[config.mk]
export PLATFORM = sky130hd
export DESIGN_NAME = rdma_engine
export DESIGN_NICKNAME = d
export VERILOG_FILES = /design/src/rtl/rdma_pkg.sv /design/src/rtl/rdma_ptr_regs.sv /design/src/rtl/rdma_ctrl.sv /design/src/rtl/rdma_engine.sv
export SDC_FILE = /design/constraint.sdc
export NUM_CORES = 1
export LEC_CHECK = 0
export BUFFER_PORTS_ARGS = -buffer_cell sky130_fd_sc_hd__buf_2
export CAP_MARGIN = 25
export CORE_ASPECT_RATIO = 0.7
export CORE_UTILIZATION = 50
export DETAILED_ROUTE_END_ITERATION = 12
export PLACE_DENSITY = 0.9
export SETUP_SLACK_MARGIN = 0.1
export SYNTH_ARGS = -nofsm -noshare
export SYNTH_HDL_FRONTEND = slang
export SYNTH_SLANG_ARGS = --single-unit
[constraint.sdc]
create_clock -name clk_i -period 3.3 [get_ports clk_i]
set_clock_uncertainty 0.1 [all_clocks]
set_input_delay 0.495 -clock clk_i [delete_from_list [all_inputs] [get_ports clk_i]]
set_output_delay 0.495 -clock clk_i [all_outputs]
set_load 0.01 [all_outputs]
[src/rtl/rdma_pkg.sv]
package rdma_pkg;
  localparam logic [2:0] CMD_NONE = 3'b000;
  localparam logic [2:0] CMD_RD   = 3'b001;
  localparam logic [2:0] CMD_WR   = 3'b010;
  localparam logic [2:0] CMD_SEND = 3'b011;

  typedef enum logic [1:0] {
    SEL_ADDR_LO = 2'd0,
    SEL_ADDR_HI = 2'd1,
    SEL_CNT_LO  = 2'd2,
    SEL_CNT_HI  = 2'd3
  } ptr_sel_e;
endpackage

[src/rtl/rdma_ptr_regs.sv]
module rdma_ptr_regs import rdma_pkg::*; #(
  parameter int BYTE_W = 8,
  parameter int ADDR_W = 16,
  parameter int CNT_W  = 16
) (
  input  logic              clk_i,
  input  logic              rst_ni,
  input  logic              load_i,
  input  logic [1:0]        sel_i,
  input  logic [BYTE_W-1:0] wdata_i,
  input  logic              adv_i,
  input  logic              wide_i,
  output logic [ADDR_W-1:0] addr_o,
  output logic              cnt_zero_o
);
  localparam int AHI_W = ADDR_W - BYTE_W;
  localparam int CHI_W = CNT_W - BYTE_W;

  logic [ADDR_W-1:0] addr_q;
  logic [CNT_W-1:0]  cnt_q;
  logic [1:0]        step;
  logic [CNT_W-1:0]  step_c;

  assign step   = wide_i ? 2'd2 : 2'd1;
  assign step_c = {{(CNT_W-2){1'b0}}, step};

  always_ff @(posedge clk_i or negedge rst_ni) begin
    if (!rst_ni) begin
      addr_q <= '0;
      cnt_q  <= '0;
    end else if (adv_i) begin
      addr_q <= addr_q + {{(ADDR_W-2){1'b0}}, step};
      cnt_q  <= (cnt_q <= step_c) ? '0 : cnt_q - step_c;
    end else if (load_i) begin
      unique case (ptr_sel_e'(sel_i))
        SEL_ADDR_LO: addr_q[BYTE_W-1:0]      <= wdata_i;
        SEL_ADDR_HI: addr_q[ADDR_W-1:BYTE_W] <= AHI_W'(wdata_i);
        SEL_CNT_LO:  cnt_q[BYTE_W-1:0]       <= wdata_i;
        SEL_CNT_HI:  cnt_q[CNT_W-1:BYTE_W]   <= CHI_W'(wdata_i);
        default: ;
      endcase
    end
  end

  assign addr_o     = addr_q;
  assign cnt_zero_o = (cnt_q == '0);
endmodule

[src/rtl/rdma_ctrl.sv]
module rdma_ctrl import rdma_pkg::*; (
  input  logic       clk_i,
  input  logic       rst_ni,
  input  logic       cmd_valid_i,
  input  logic [2:0] cmd_i,
  input  logic       cnt_zero_i,
  input  logic       port_rd_i,
  input  logic       port_wr_i,
  input  logic       mem_gnt_i,
  output logic       busy_o,
  output logic       dir_wr_o,
  output logic       mem_req_o,
  output logic       grant_o,
  output logic       ignore_o,
  output logic       ack_o,
  output logic       done_o
);
  logic busy_q, dir_q, ack_q, done_q;
  logic abort, start, match, access;

  assign abort  = cmd_valid_i && cmd_i[2];
  assign start  = cmd_valid_i && !busy_q && (cmd_i == CMD_RD || cmd_i == CMD_WR);
  assign match  = dir_q ? port_wr_i : port_rd_i;
  assign access = port_rd_i || port_wr_i;

  // matching access waits for grant; anything else is acked empty
  assign mem_req_o = busy_q && match && !ack_q && !cnt_zero_i && !abort;
  assign grant_o   = mem_req_o && mem_gnt_i;
  assign ignore_o  = access && !ack_q && !(busy_q && match);

  always_ff @(posedge clk_i or negedge rst_ni) begin
    if (!rst_ni) begin
      busy_q <= 1'b0;
      dir_q  <= 1'b0;
      ack_q  <= 1'b0;
      done_q <= 1'b0;
    end else begin
      if (abort)       busy_q <= 1'b0;
      else if (busy_q) busy_q <= !cnt_zero_i;
      else             busy_q <= start;
      if (start) dir_q <= (cmd_i == CMD_WR);
      ack_q  <= grant_o || ignore_o;
      done_q <= busy_q && cnt_zero_i && !abort;
    end
  end

  assign busy_o   = busy_q;
  assign dir_wr_o = dir_q;
  assign ack_o    = ack_q;
  assign done_o   = done_q;
endmodule

[src/rtl/rdma_engine.sv]
module rdma_engine import rdma_pkg::*; #(
  parameter int BYTE_W = 8,
  parameter int ADDR_W = 16,
  parameter int CNT_W  = 16
) (
  input  logic                clk_i,
  input  logic                rst_ni,
  input  logic                cmd_valid_i,
  input  logic [2:0]          cmd_i,
  input  logic                word_mode_i,
  input  logic                reg_we_i,
  input  logic [1:0]          reg_sel_i,
  input  logic [BYTE_W-1:0]   reg_wdata_i,
  output logic [ADDR_W-1:0]   cur_addr_o,
  output logic                busy_o,
  output logic                done_o,
  input  logic                port_rd_i,
  input  logic                port_wr_i,
  input  logic [2*BYTE_W-1:0] port_wdata_i,
  output logic [2*BYTE_W-1:0] port_rdata_o,
  output logic                port_ack_o,
  output logic                mem_req_o,
  input  logic                mem_gnt_i,
  output logic                mem_we_o,
  output logic [1:0]          mem_be_o,
  output logic [ADDR_W-1:0]   mem_addr_o,
  output logic [2*BYTE_W-1:0] mem_wdata_o,
  input  logic [2*BYTE_W-1:0] mem_rdata_i
);
  localparam int WORD_W = 2 * BYTE_W;

  logic cnt_zero, busy, dir_wr, grant, ignore;
  logic [WORD_W-1:0] rdata_q, rd_lane;

  rdma_ctrl i_ctrl (
    .clk_i       (clk_i),
    .rst_ni      (rst_ni),
    .cmd_valid_i (cmd_valid_i),
    .cmd_i       (cmd_i),
    .cnt_zero_i  (cnt_zero),
    .port_rd_i   (port_rd_i),
    .port_wr_i   (port_wr_i),
    .mem_gnt_i   (mem_gnt_i),
    .busy_o      (busy),
    .dir_wr_o    (dir_wr),
    .mem_req_o   (mem_req_o),
    .grant_o     (grant),
    .ignore_o    (ignore),
    .ack_o       (port_ack_o),
    .done_o      (done_o)
  );

  rdma_ptr_regs #(.BYTE_W(BYTE_W), .ADDR_W(ADDR_W), .CNT_W(CNT_W)) i_ptr (
    .clk_i      (clk_i),
    .rst_ni     (rst_ni),
    .load_i     (reg_we_i && !busy),
    .sel_i      (reg_sel_i),
    .wdata_i    (reg_wdata_i),
    .adv_i      (grant),
    .wide_i     (word_mode_i),
    .addr_o     (cur_addr_o),
    .cnt_zero_o (cnt_zero)
  );

  assign rd_lane = word_mode_i ? mem_rdata_i : {{BYTE_W{1'b0}}, mem_rdata_i[BYTE_W-1:0]};

  always_ff @(posedge clk_i or negedge rst_ni) begin
    if (!rst_ni)     rdata_q <= '0;
    else if (grant)  rdata_q <= dir_wr ? '0 : rd_lane;
    else if (ignore) rdata_q <= '0;
  end

  assign busy_o       = busy;
  assign port_rdata_o = rdata_q;
  assign mem_we_o     = dir_wr;
  assign mem_be_o     = word_mode_i ? 2'b11 : 2'b01;
  assign mem_addr_o   = cur_addr_o;
  assign mem_wdata_o  = port_wdata_i;
endmodule

==> flow_summary_export.csv, run 1 <==
group,metric,value,unit
timing,tightest_slew,916.5,ps
yosys,syn-num-nets,399,
critical_path,cp-start-kind,"flip-flop",
final_layout,fill_cells,559,
min_path,min_path_type,"in -> async",
pwr,power_frac_seq,0.424,
critical_path,critPathBufInv,1,
pwr,p_sw_frac,0.4306,
critical_path,crit_end,"mem_req_o",
yosys,synth_area_per_cell,9.505,um^2
grt,antenna_found_initial,0,
yosys,synth_top_cell_area_share,0.4026,
critical_path,path_class,"reg -> out",
critical_path,worstPathMaxFanout,8,
critical_path,slowest_stage,"or4_1",
critical_path,required,2700,ps
pwr,combPwrFrac,0.407,
yosys,synth_edf_count,0,
placed_design,placed_cell_area,0.003522,mm^2
timing,setup_viol,0,
yosys,ys_types,58,
routing,first_pass_iters,10,
placed_design,gp_congestion,0.9378,
pwr,clock_power_share,0.169,
pwr,vdd_ir_drop_max,0.0002483,V
timing,fin_setup_tns,0,ps
clock_network,cts_buffer_depth,2,
critical_path,ff2ff_setup_slack,540,ps
critical_path,end_kind,"output port",
yosys,synthTopCellsByCount,"dfrtp_1 (52), buf_4 (36), nand2_1 (29)",
yosys,ys.flop_type,"dfrtp_1",
final_layout,final_layout_size_suffix_gt1_frac,0.2968,
critical_path,worstRegToRegCells,5,
final_layout,multi_input_area,0.001564,mm^2
run_status,violations,"design-rule violations",
yosys,synth_warnings,0,
final_layout,antennaDiodeCount,0,
run_status,status,"finished, violations left",
die,initial_core_util,0.5174,
final_layout,stdcell_area,0.003620,mm^2
die,dieWidth,98.09,um
routing,avgRoutedWirePerCell,18.04,um
routing,drc,7,
die,num_rows,24,
critical_path,critPathArrivalTime,2460,ps
yosys,async_reset_ff_frac,1.000,
critical_path,cp_top_family,"simple AND/OR/NAND/NOR gates",
yosys,syn_area,0.003232,mm^2
pwr,intPower,1.395,mW
yosys,synth.most_common_cell,"dfrtp_1",
job,drv_cap,0,
critical_path,cp.depth,5,
timing,hold_viol,0,
routing,post_drt_via_cell_ratio,6.296,
placed_design,place_hpwl,6.369,mm
timing,period_share,0.9265,
timing,layout_min_cycle_time,3058,ps
clock_network,post_cts_resized,0,
critical_path,crit_start,"i_ptr.cnt_q[11]$_DFFE_PN0P_",
grt,grt_max_degree,30,
yosys,synth_cells,340,
routing,wl,8.642,mm
die,core,0.006246,mm^2
clock_network,cts_hold_buf,0,
yosys,yosysTopAreaCell,"dfrtp_1",
clock_network,cts_inserted_buffers,5,
clock_network,cts_tree,"built",
yosys,synth.area.top_cells,"dfrtp_1 (40%), buf_4 (8.4%), a22o_1 (4.3%)",
yosys,yosysSeqAreaShare,0.4026,
clock_network,htreeDepth,2,
placed_design,portBuffers,90,
timing,relSlewSlack,0.3853,
final_layout,syn2layout_area_growth,12.00,%
critical_path,path_cells,"or4_1, nor4_4, nand2_1, and4_1, buf_2",
pwr,power_leakage,1.700,nW
clock_network,worstSkewPairLatency,320,ps
timing,fmax,0.3271,GHz
routing,vias,3016,
critical_path,r2r-end,"i_ptr.cnt_q[9]$_DFFE_PN0P_",
grt,grt_pass1_wl,14.28,mm
timing,slew_viol_final,0,
grt,grt_pass1_vias,2860,
routing,ant_nets,0,
grt,overflow,0,
yosys,synth-seq-cells,52,
pwr,p_sw,1.055,mW
clock_network,cts_setup_buffers,0,
grt,grt_use_total,0.2669,
die,die_h,69.27,um
clock_network,cts-root-buf,"clkbuf_8",
die,io-pin-count,124,
clock_network,clk_pin_slew,110,ps
timing,rsz0062_at_grt,"no",
final_layout,final_nets,459,
clock_network,clock-sinks,52,
pwr,power_per_cell_area,676.6,mW/mm^2
critical_path,reg2reg_from,"i_ptr.cnt_q[11]$_DFFE_PN0P_",
final_layout,register_area,0.001301,mm^2
die,die_area,0.006794,mm^2
routing,drt_iter0_drc,263,
critical_path,slowest_delay,680,ps
## sequential cells by signal, indices dropped and copies added (netlist names)
register	cells
i_ctrl.busy_o	1
i_ptr.addr_o	16
i_ctrl.dir_wr_o	1
i_ptr.cnt_q	16
i_ctrl.ack_o	1
i_ctrl.done_o	1
port_rdata_o	16
## how the worst min path moves through the flow
stage	startpoint	endpoint	slack [ps]	cells after the start
3_3_place_gp	port_rdata_o[13]$_DFFE_PN0P_	port_rdata_o[13]$_DFFE_PN0P_	380	1
2_1_floorplan	rst_ni	i_ctrl.ack_o$_DFF_PN0_	100	0
4_1_cts	rst_ni	i_ptr.cnt_q[6]$_DFFE_PN0P_	140	1
3_5_place_dp	port_rdata_o[12]$_DFFE_PN0P_	port_rdata_o[12]$_DFFE_PN0P_	390	1
5_1_grt	rst_ni	i_ptr.cnt_q[7]$_DFFE_PN0P_	150	1
6_report	rst_ni	i_ptr.cnt_q[6]$_DFFE_PN0P_	110	1
## layer usage
layer / global-route usage / vias to the layer above / part of all wire
met4: 0.1077 / 0 / 0.026
met2: 0.3928 / 164 / 0.44
met3: 0.06250 / 28 / 0.084
li1: - / 1363 / -
met1: 0.3789 / 1461 / 0.45
met5: 0 / - / 0
## metrics by stage
step                      cells    util  power [mW]  worst slack (ps)  hold slack (ps)
after floorplan             340       -       1.735             730.4            99.41
after global placement      471  0.5639       1.969             420.4            383.3
after detailed placement    471  0.5639       2.020             279.3            387.1
after CTS                   479  0.5795       2.434             259.7            138.4
after global routing        479  0.5795       2.618             151.8            154.9
final                       479  0.5795       2.449             242.5            109.0
## kinds of logic (layout without fill, tap and decap cells)
logic type,after synthesis,count (layout),share of synthesized area
adders and majority gates,6,6,0.02788
muxes,9,9,0.02904
other,1,1,0.001160
AOI/OAI and AO/OA,82,82,0.2021
DFF,52,52,0.4026
xor gates and xnor gates,1,1,0.002711
buffers and inverters,57,118,0.1134
and+or+nand+nor,132,132,0.2211
## cell type report
class | instances | area share
Multi-Input combinational cell | 231 | 0.4321
Sequential cell | 52 | 0.3595
Timing Repair Buffer | 99 | 0.1431
Tap cell | 78 | 0.02696
Clock buffer | 5 | 0.01901
Inverter | 11 | 0.01141
Clock inverter | 3 | 0.007950
## worst reg2reg max path, cell delays in order (launching register included)
cell     delay [ps]
dfrtp_1         430
or4_1           680
nor4_4          530
a21oi_2         260
mux2_1          360
a221o_1         290
## cells in the final DEF, fill, tap and decap left out, drive strengths merged, types with 4 or more instances in the layout
master	n
a21oi	8
or4	9
nand2	29
clkbuf	5
nand3	14
mux2i	6
nor4	5
and3	9
o211ai	7
o21ai	9
or3	7
or2	4
ha	4
nor2	22
inv	14
nand3b	5
a211oi	11
a311oi	4
a22o	16
nor3	11
o311ai	6
nand2b	4
buf	99
dfrtp	52
## power groups by stage
stage               registers [mW]  logic [mW]  clock network, mW
floorplan                     1.02       0.712                  0
global placement              1.02       0.945                  0
detailed placement            1.04       0.982                  0
CTS                           1.03       0.989              0.417
global route                  1.07        1.10              0.449
finish                        1.04       0.996              0.413
(Power assumes the default switching activity.)
==> run 2, diff against run 1 <==
- CORE_UTILIZATION: 50 -> 35
- PLACE_DENSITY: 0.9 -> 0.69
==> flow_summary_export.csv, run 2 (synthesis results as in run 1) <==
group,metric,value,unit
routing,vias,2884,
pwr,vdd_ir_drop_max,0.0002474,V
pwr,power_per_cell_area,698.9,mW/mm^2
grt,grt.busiest_layer,"met2",
critical_path,cp-start-kind,"flip-flop",
placed_design,portBuffers,90,
final_layout,fill_cells,869,
job,drv_cap,0,
final_layout,final_nets,459,
placed_design,dp_cells,513,
routing,first_pass_iters,7,
critical_path,slowest_stage,"or4_1",
routing,ant_nets,0,
routing,drc,0,
die,core,0.008688,mm^2
pwr,power_leakage,1.744,nW
grt,grt_max_degree,32,
timing,tightest_slew,944.3,ps
clock_network,worstSkewPairLatency,290,ps
final_layout,final_layout_size_suffix_gt1_frac,0.2968,
timing,setup_viol,0,
clock_network,cts_tree,"built",
final_layout,mostFrequentLayoutCell,"buf_2",
timing,slew_viol_final,0,
routing,avgRoutedWirePerCell,16.46,um
critical_path,path_class,"reg -> out",
timing,layout_min_cycle_time,3024,ps
timing,hold_viol,0,
clock_network,htreeDepth,2,
clock_network,cts_hold_buf,0,
critical_path,r2r-end,"i_ptr.addr_o[15]$_DFFE_PN0P_",
critical_path,critPathArrivalTime,2430,ps
routing,drt_iter0_drc,265,
routing,wl,8.574,mm
final_layout,layout.cells.non_filler,521,
grt,grt_pass1_vias,2702,
min_path,min_path_type,"in -> async",
clock_network,post_cts_resized,0,
grt,grtUsageMet3,0.05693,
timing,rsz0062_at_grt,"no",
placed_design,place_hpwl,6.433,mm
run_status,status,"finished, final reports clean",
die,num_rows,28,
die,die_area,0.009628,mm^2
timing,fin_setup_tns,0,ps
grt,met2_usage,0.2893,
timing,fmax,0.3306,GHz
grt,grt_pass1_wl,13.92,mm
grt,met1_usage,0.2655,
critical_path,slowest_delay,720,ps
placed_design,gp_congestion,0.9214,
final_layout,syn2layout_area_growth,16.49,%
die,io-pin-count,124,
timing,timing.hold.ws,166.1,ps
critical_path,ff2ff_setup_slack,470,ps
grt,grt_use_total,0.1912,
critical_path,required,2700,ps
critical_path,reg2reg_from,"i_ctrl.busy_o$_DFF_PN0_",
final_layout,layout_common_cells,"buf_2 (90), dfrtp_1 (52), nand2_1 (29)",
critical_path,worstPathMaxFanout,8,
die,initial_core_util,0.3720,
clock_network,clock-sinks,52,
final_layout,antennaDiodeCount,0,
die,dieWidth,116.9,um
routing,post_drt_via_cell_ratio,5.536,
critical_path,worstRegToRegCells,5,
grt,overflow,0,
die,die_h,82.40,um
clock_network,cts_setup_buffers,0,
timing,period_share,0.9165,
grt,antenna_found_initial,0,
timing,relSlewSlack,0.3667,
clock_network,cts_inserted_buffers,5,
critical_path,path_cells,"or4_1, nor4_4, nand2_1, and4_1, buf_2",
critical_path,end_kind,"output port",
clock_network,cts_buffer_depth,2,
clock_network,clk_pin_slew,70,ps
clock_network,cts-root-buf,"clkbuf_16",
run 2: cell types whose count changed in the layout (fill, tap and decap cells not counted), sizes merged:
cell	previous run	this run
clkinv	0	1
clkbuf	5	6
inv	14	11
bufinv	0	1
run 2: stage by stage:
| stage | utilization | power [mW] | instance area [um^2] | setup WS, ps |
|---|---|---|---|---|
| after floorplan | - | 1.735 | 3232 | 730.4 |
| after global placement | 0.4129 | 1.984 | 3587 | 389.6 |
| after detailed placement | 0.4129 | 2.008 | 3587 | 294.9 |
| after CTS | 0.4333 | 2.639 | 3765 | 261.7 |
| after global routing | 0.4333 | 2.828 | 3765 | 148.2 |
| final | 0.4333 | 2.631 | 3765 | 275.6 |
run 2: layer usage:
metal	vias to the layer above	routed length (um)
met1	1380	4108
met2	134	3630
met4	0	99
met5	-	0
met3	10	736
li1	1360	-
run 2: critical path: cells and delay by family (launching register included):
kind                   cells  cell delay, ps
AND/OR/NAND/NOR            4            1610
buffers and inverters      1             130
flip-flops                 1             390
run 2: cell type report:
class / count / area (um^2) / area share
multi-input cells: 231 / 1564 / 0.4154
flip-flops and latches: 52 / 1301 / 0.3456
repair buffers: 99 / 530.5 / 0.1409
well taps: 120 / 150.1 / 0.03988
clock buffers: 6 / 138.9 / 0.03689
inverters: 11 / 41.29 / 0.01097
clock inverters: 2 / 38.79 / 0.01030
run 2: where the power goes:
group          leakage [nW]  internal [mW]  switching (mW)  total (mW)
clock                0.0871          0.380           0.233       0.613
combinational         0.998          0.425           0.560       0.986
sequential            0.658          0.812           0.221        1.03
run 2: worst max-delay path by stage:
| stage | startpoint | end | slack (ps) |
|---|---|---|---|
| final | i_ptr.cnt_q[12]$_DFFE_PN0P_ | mem_req_o | 280 |
| after global routing | i_ptr.cnt_q[12]$_DFFE_PN0P_ | mem_req_o | 150 |
| after CTS | i_ptr.cnt_q[12]$_DFFE_PN0P_ | mem_req_o | 260 |
| after detailed placement | word_mode_i | i_ptr.addr_o[10]$_DFFE_PN0P_ | 290 |
| after global placement | word_mode_i | i_ptr.addr_o[12]$_DFFE_PN0P_ | 390 |
| after floorplan | word_mode_i | i_ptr.addr_o[12]$_DFFE_PN0P_ | 730 |
